**src/rtl/irqc_pkg.sv**
```systemverilog
package irqc_pkg;
  // Register byte offsets; software depends on these positions.
  localparam int OFF_POL   = 'h18;
  localparam int OFF_BOTH  = 'h1C;
  localparam int OFF_CAP   = 'h20;
  localparam int OFF_MODE  = 'h2C;
  localparam int OFF_ENSET = 'h30;
  localparam int OFF_ENCLR = 'h34;
endpackage

```
**src/rtl/irqc_regs.sv**
```systemverilog
module irqc_regs
  import irqc_pkg::*;
#(
  parameter int NPINS  = 32,
  parameter int ADDR_W = 8,
  parameter int DATA_W = 32
) (
  input  logic              clk,
  input  logic              rst,
  input  logic              bus_sel,
  input  logic              bus_wr,
  input  logic [ADDR_W-1:0] bus_addr,
  input  logic [DATA_W-1:0] bus_wdata,
  output logic [NPINS-1:0]  pol_q,
  output logic [NPINS-1:0]  both_q,
  output logic [NPINS-1:0]  mode_q,
  output logic [NPINS-1:0]  en_q,
  output logic [NPINS-1:0]  w1c
);
  logic             wr_en;
  logic [NPINS-1:0] wmask;

  assign wr_en = bus_sel & bus_wr;
  assign wmask = bus_wdata[NPINS-1:0];
  assign w1c   = (wr_en && bus_addr == ADDR_W'(OFF_CAP)) ? wmask : '0;

  always_ff @(posedge clk) begin
    if (rst) begin
      pol_q  <= '0;
      both_q <= '0;
      mode_q <= '0;
      en_q   <= '0;
    end else if (wr_en) begin
      case (bus_addr)
        ADDR_W'(OFF_POL):   pol_q  <= wmask;
        ADDR_W'(OFF_BOTH):  both_q <= wmask;
        ADDR_W'(OFF_MODE):  mode_q <= wmask;
        ADDR_W'(OFF_ENSET): en_q   <= en_q | wmask;
        ADDR_W'(OFF_ENCLR): en_q   <= en_q & ~wmask;
        default: ;
      endcase
    end
  end
endmodule

```
**src/rtl/irqc_sense.sv**
```systemverilog
module irqc_sense #(
  parameter int NPINS = 32
) (
  input  logic             clk,
  input  logic [NPINS-1:0] pin_lvl,
  input  logic [NPINS-1:0] pol_q,
  input  logic [NPINS-1:0] both_q,
  output logic [NPINS-1:0] evt,
  output logic [NPINS-1:0] act
);
  logic [NPINS-1:0] prev_q;

  // Tracks the pins in every cycle, reset included, so that a pin already
  // high when reset ends is not taken for a rising edge.
  always_ff @(posedge clk) prev_q <= pin_lvl;

  for (genvar i = 0; i < NPINS; i++) begin : g_pin
    logic rise, fall;
    assign rise   = pin_lvl[i] & ~prev_q[i];
    assign fall   = ~pin_lvl[i] & prev_q[i];
    assign evt[i] = both_q[i] ? (rise | fall) : (pol_q[i] ? fall : rise);
    assign act[i] = pin_lvl[i] ^ pol_q[i];
  end
endmodule

```
**src/rtl/irqc_capture.sv**
```systemverilog
module irqc_capture #(
  parameter int NPINS = 32
) (
  input  logic             clk,
  input  logic             rst,
  input  logic [NPINS-1:0] evt,
  input  logic [NPINS-1:0] act,
  input  logic [NPINS-1:0] mode_q,
  input  logic [NPINS-1:0] en_q,
  input  logic [NPINS-1:0] w1c,
  output logic [NPINS-1:0] cap_q,
  output logic             irq_q
);
  logic [NPINS-1:0] cap_n;

  // Level pins mirror the active level; edge pins are sticky, and a new
  // event outranks a clear in the same cycle.
  assign cap_n = (mode_q & act) | (~mode_q & ((cap_q & ~w1c) | evt));

  always_ff @(posedge clk) begin
    if (rst) begin
      cap_q <= '0;
      irq_q <= 1'b0;
    end else begin
      cap_q <= cap_n;
      irq_q <= |(cap_q & en_q);
    end
  end
endmodule

```
**src/rtl/pin_irq_capture.sv**
```systemverilog
module pin_irq_capture
  import irqc_pkg::*;
#(
  parameter int NPINS  = 32,
  parameter int ADDR_W = 8,
  parameter int DATA_W = 32
) (
  input  logic              clk,
  input  logic              rst,
  input  logic              bus_sel,
  input  logic              bus_wr,
  input  logic [ADDR_W-1:0] bus_addr,
  input  logic [DATA_W-1:0] bus_wdata,
  output logic [DATA_W-1:0] bus_rdata,
  input  logic [NPINS-1:0]  pin_lvl,
  output logic              irq_out
);
  logic [NPINS-1:0]  pol_q, both_q, mode_q, en_q, w1c;
  logic [NPINS-1:0]  evt, act, cap_q;
  logic [DATA_W-1:0] rd_mux;

  irqc_regs #(.NPINS(NPINS), .ADDR_W(ADDR_W), .DATA_W(DATA_W)) u_regs (
    .clk(clk), .rst(rst), .bus_sel(bus_sel), .bus_wr(bus_wr),
    .bus_addr(bus_addr), .bus_wdata(bus_wdata),
    .pol_q(pol_q), .both_q(both_q), .mode_q(mode_q), .en_q(en_q), .w1c(w1c)
  );

  irqc_sense #(.NPINS(NPINS)) u_sense (
    .clk(clk), .pin_lvl(pin_lvl), .pol_q(pol_q), .both_q(both_q),
    .evt(evt), .act(act)
  );

  irqc_capture #(.NPINS(NPINS)) u_cap (
    .clk(clk), .rst(rst), .evt(evt), .act(act), .mode_q(mode_q),
    .en_q(en_q), .w1c(w1c), .cap_q(cap_q), .irq_q(irq_out)
  );

  always_comb begin
    case (bus_addr)
      ADDR_W'(OFF_POL):   rd_mux = DATA_W'(pol_q);
      ADDR_W'(OFF_BOTH):  rd_mux = DATA_W'(both_q);
      ADDR_W'(OFF_CAP):   rd_mux = DATA_W'(cap_q);
      ADDR_W'(OFF_MODE):  rd_mux = DATA_W'(mode_q);
      ADDR_W'(OFF_ENSET): rd_mux = DATA_W'(en_q);
      ADDR_W'(OFF_ENCLR): rd_mux = DATA_W'(en_q);
      default:            rd_mux = '0;
    endcase
  end

  always_ff @(posedge clk) begin
    if (rst)                   bus_rdata <= '0;
    else if (bus_sel && !bus_wr) bus_rdata <= rd_mux;
  end
endmodule

```
**config.mk**
```make
export PLATFORM = sky130hd
export DESIGN_NAME = pin_irq_capture
export DESIGN_NICKNAME = d
export VERILOG_FILES = /design/src/rtl/irqc_pkg.sv /design/src/rtl/irqc_regs.sv /design/src/rtl/irqc_sense.sv /design/src/rtl/irqc_capture.sv /design/src/rtl/pin_irq_capture.sv
export SDC_FILE = /design/constraint.sdc
export NUM_CORES = 1
export LEC_CHECK = 0
export BUFFER_PORTS_ARGS = -buffer_cell sky130_fd_sc_hd__buf_2
export CELL_PAD_IN_SITES_DETAIL_PLACEMENT = 1
export CELL_PAD_IN_SITES_GLOBAL_PLACEMENT = 2
export CORE_MARGIN = 10
export CORE_UTILIZATION = 41
export CTS_BUF_LIST = sky130_fd_sc_hd__clkbuf_4
export DETAILED_ROUTE_END_ITERATION = 10
export HOLD_SLACK_MARGIN = 0.08
export PLACE_DENSITY_LB_ADDON = 0.1
export SLEW_MARGIN = 15
export SYNTH_ARGS = -nofsm -noshare
export SYNTH_HDL_FRONTEND = slang
export SYNTH_SLANG_ARGS = --single-unit
```
**constraint.sdc**
```tcl
create_clock -name clk -period 2.65 [get_ports clk]
set_input_delay 0.1325 -clock clk [delete_from_list [all_inputs] [get_ports clk]]
set_output_delay 0.1325 -clock clk [all_outputs]
set_load 0.005 [all_outputs]
```
==> impl_metrics.env <==
export IMPL_power_leakage_nw=5.821
export IMPL_yosysSeqAreaShare=0.4080
export IMPL_vdd_drop_max_mv=0.3002
export IMPL_min_delay_start="bus_addr[0]"
export IMPL_critical_path_reg2reg_startpoint="u_cap.cap_q[5]"
export IMPL_rr_endpoint="u_cap.irq_q"
export IMPL_critPathArrivalTime_ns=2.43
export IMPL_number_of_register_bits_inferred_by_synthesis=225
export IMPL_worstSetupStartpointType="input port"
export IMPL_clock_path_buffers=3
export IMPL_setup_repair_after_global_routing_missed_its_margin="false"
export IMPL_layout_cells_most_common="sky130_fd_sc_hd__dfxtp_1"
export IMPL_avgViaCountPerCell=5.716
export IMPL_cp_max_fo=16
export IMPL_synth_edf_count=0
export IMPL_cts_root_buffer="sky130_fd_sc_hd__clkbuf_4"
export IMPL_clockPowerShare=0.444
export IMPL_dominantRegCellSynth="sky130_fd_sc_hd__dfxtp_1"
export IMPL_synth_fa_ha_area_frac=0.07253
export IMPL_maxCapViolations=0
export IMPL_fin_worst_hold_slack_ns=0.1346
export IMPL_dpl_hpwl_um=26350
export IMPL_clock_buffer_count_from_cts=68
export IMPL_status="finished, final reports clean"
export IMPL_synth_area_leaders="sky130_fd_sc_hd__dfxtp_1, sky130_fd_sc_hd__ha_1, sky130_fd_sc_hd__nand2_1"
export IMPL_synthArstFlopShare=0
export IMPL_final_layout_size_suffix_gt1_frac=0.1979
export IMPL_finalMaxSlewViolations=0
export IMPL_max_freq_mhz=534.4
export IMPL_global_route_wire_length_before_repair_um=60930
export IMPL_worst_slew_pin_transition_ns=0.7152
export IMPL_synth_mux_area_fraction=0.04397
export IMPL_synth_area_sq_mm=0.01104
export IMPL_reg2regPathDepth=4
export IMPL_numClockSinks=225
export IMPL_fp_row_count=60
export IMPL_number_of_global_route_vias_before_repair=10840
export IMPL_cts_max_level=3
export IMPL_gp_congestion=0.8015
export IMPL_critPathCaptureType="flip-flop"
export IMPL_buffer_ports_inserted=108
export IMPL_synth_top_area_frac=0.4080
export IMPL_dieWidth_um=184.1
export IMPL_detailedRoute_firstPassIterationCount=5
export IMPL_criticalPathCategory="in2reg"
export IMPL_floorplan_die_height_um=184.1
export IMPL_hold_path_end="u_regs.mode_q[1]"
export IMPL_antenna_found_initial=1
export IMPL_ff2ff_setup_slack_ns=1.13
export IMPL_drtIter0Drc=598
export IMPL_synth_simple_gate_area_frac=0.1423
export IMPL_hold_path_class="in2reg"
export IMPL_post_synth_xor_area_fraction=0.02539
export IMPL_syn_to_final_growth_pct=22.54
export IMPL_setup_viol_count_final=0
export IMPL_remaining_drc_errors=0
export IMPL_cp_required_ns=3.20
export IMPL_finalCriticalPeriod_ns=1.871
export IMPL_synth_largest_area_cell="sky130_fd_sc_hd__dfxtp_1"
export IMPL_starting_density=0.4131
export IMPL_worstSkewPairLatency_ns=0.66
export IMPL_syn_instance_count=1213
export IMPL_clk_pin_slew_ns=0.07
export IMPL_grt_overflow_total=0
export IMPL_dominant_combinational_cell_family_by_area_after_synthesis="compound AO/OA/AOI/OAI gates"
export IMPL_combPwrFrac=0.094
export IMPL_final_min_period_over_clock_period=0.7062
export IMPL_post_synth_num_cell_types=34
export IMPL_syn_area_per_cell_sq_um=9.102
export IMPL_fin_skew_ns=0.03547
export IMPL_setup_tns_final_ns=0
export IMPL_drt_total_wl_um=38370
export IMPL_p_int_w=0.005665
export IMPL_io_pins=109
export IMPL_core_area_sq_mm=0.02673
export IMPL_nNetsFinal=1554
export IMPL_tritoncts="yes"
export IMPL_final_hold_violation_count=0
export IMPL_drt_wirelength_per_cell_um=21.29
export IMPL_power_density_mw_per_mm2=567.9
export IMPL_power_sequential_fraction=0.462
export IMPL_synth_yosys_warnings=0
export IMPL_synth_compound_gate_area_share=0.2443
export IMPL_grt_start_max_net_pins=72
export IMPL_route_antenna_remaining_nets=0
export IMPL_most_common_layout_cells="sky130_fd_sc_hd__dfxtp_1, sky130_fd_sc_hd__nand2_1, sky130_fd_sc_hd__buf_2"
export IMPL_die_area_sq_mm=0.03389
export IMPL_worstHoldPathCells=5
export IMPL_grt_use_total=0.2275
export IMPL_layout_core_utilization=0.5062
export IMPL_p_sw_frac=0.2626
export IMPL_slew_headroom=0.5232
export IMPL_power_switching_w=0.002018
export IMPL_syn_nets=1353
export IMPL_dr_total_vias=10300
how the worst max path moves through the flow:
stage | startpoint | end | slack, ns | cells after the start
3_5_place_dp | bus_addr[7] | bus_rdata[13] | 0.50 | 5
4_1_cts | bus_addr[3] | bus_rdata[13] | 0.85 | 8
2_1_floorplan | bus_addr[2] | u_cap.cap_q[0] | 1.22 | 7
3_3_place_gp | bus_addr[7] | bus_rdata[13] | 0.56 | 5
5_1_grt | bus_addr[3] | bus_rdata[7] | 0.72 | 8
6_report | bus_addr[3] | bus_rdata[13] | 0.78 | 8
cell families after synthesis:
kind of cell             count (synthesis)
flip-flops                             225
AO/OA/AOI/OAI                          352
adder cells (fa/ha/maj)                 64
buffers and inverters                  154
XOR/XNOR                                32
multiplexers                            48
AND/OR/NAND/NOR                        338
layout make-up:
type                            count  area (sq um)
Antenna cell                        1         2.502
Clock buffer                      104         780.7
Clock inverter                     12         75.07
Fill cell                        3152         13200
Inverter                           64         240.2
Multi-Input combinational cell    834          5859
Sequential cell                   225          4504
Tap cell                          341         426.7
Timing Repair Buffer              221          1640
routing by layer:
layer  wire, um  track usage  vias to the layer above
met2      18470       0.3822                      285
met5          0            0                        -
li1           -            -                     4881
met3       2156      0.04154                       65
met1      16950       0.2881                     5069
met4        792      0.07342                        0
cells in the mapped netlist (2+ instances only):
library cell and count:
sky130_fd_sc_hd__a211o_1 32, sky130_fd_sc_hd__a211oi_1 48, sky130_fd_sc_hd__a21oi_1 100, sky130_fd_sc_hd__a221oi_1 48, sky130_fd_sc_hd__a22o_1 44, sky130_fd_sc_hd__a22oi_1 24
sky130_fd_sc_hd__a22oi_2 8, sky130_fd_sc_hd__a311oi_1 40, sky130_fd_sc_hd__a311oi_2 8, sky130_fd_sc_hd__and3_1 4, sky130_fd_sc_hd__and4_1 4, sky130_fd_sc_hd__and4b_1 3
sky130_fd_sc_hd__buf_2 19, sky130_fd_sc_hd__buf_4 14, sky130_fd_sc_hd__buf_6 4, sky130_fd_sc_hd__clkbuf_1 52, sky130_fd_sc_hd__dfxtp_1 225, sky130_fd_sc_hd__ha_1 64
sky130_fd_sc_hd__inv_1 64, sky130_fd_sc_hd__mux2_2 4, sky130_fd_sc_hd__mux2i_1 44, sky130_fd_sc_hd__nand2_1 168, sky130_fd_sc_hd__nand4_1 37, sky130_fd_sc_hd__nand4_4 2
sky130_fd_sc_hd__nor2_1 78, sky130_fd_sc_hd__nor2b_1 36, sky130_fd_sc_hd__xnor2_1 32
metrics by stage:
| stage | worst slack, ns | power (W) | area [sq um] | cells |
|---|---|---|---|---|
| after floorplan | 1.222 | 0.003942 | 11040 | 1213 |
| after global placement | 0.5620 | 0.004253 | 11990 | 1617 |
| after detailed placement | 0.5034 | 0.004271 | 11990 | 1617 |
| after CTS | 0.8485 | 0.007803 | 13530 | 1801 |
| after global routing | 0.7231 | 0.008081 | 13530 | 1802 |
| final | 0.7786 | 0.007683 | 13530 | 1802 |
critical path, cell delays in order:
cell	delay [ns]
sky130_fd_sc_hd__dlygate4sd3_1	0.55
sky130_fd_sc_hd__buf_2	0.22
sky130_fd_sc_hd__nor2b_2	0.36
sky130_fd_sc_hd__buf_4	0.28
sky130_fd_sc_hd__and2_1	0.20
sky130_fd_sc_hd__buf_4	0.26
sky130_fd_sc_hd__a221oi_1	0.12
sky130_fd_sc_hd__a211oi_1	0.28
power by group through the flow:
stage	Sequential [W]	Combinational (W)	Clock (W)
4_1_cts	0.00355	0.000727	0.00353
2_1_floorplan	0.00359	0.000350	0
5_1_grt	0.00356	0.000803	0.00372
3_5_place_dp	0.00362	0.000646	0
3_3_place_gp	0.00362	0.000630	0
6_report	0.00355	0.000723	0.00341
timing repair:
item / CTS / global route
buffers inserted: 0 / 0
resized for setup: 0 / 0
hold endpoints to repair: 204 / 0
hold buffers: 68 / 0
(Power assumes the default switching activity.)
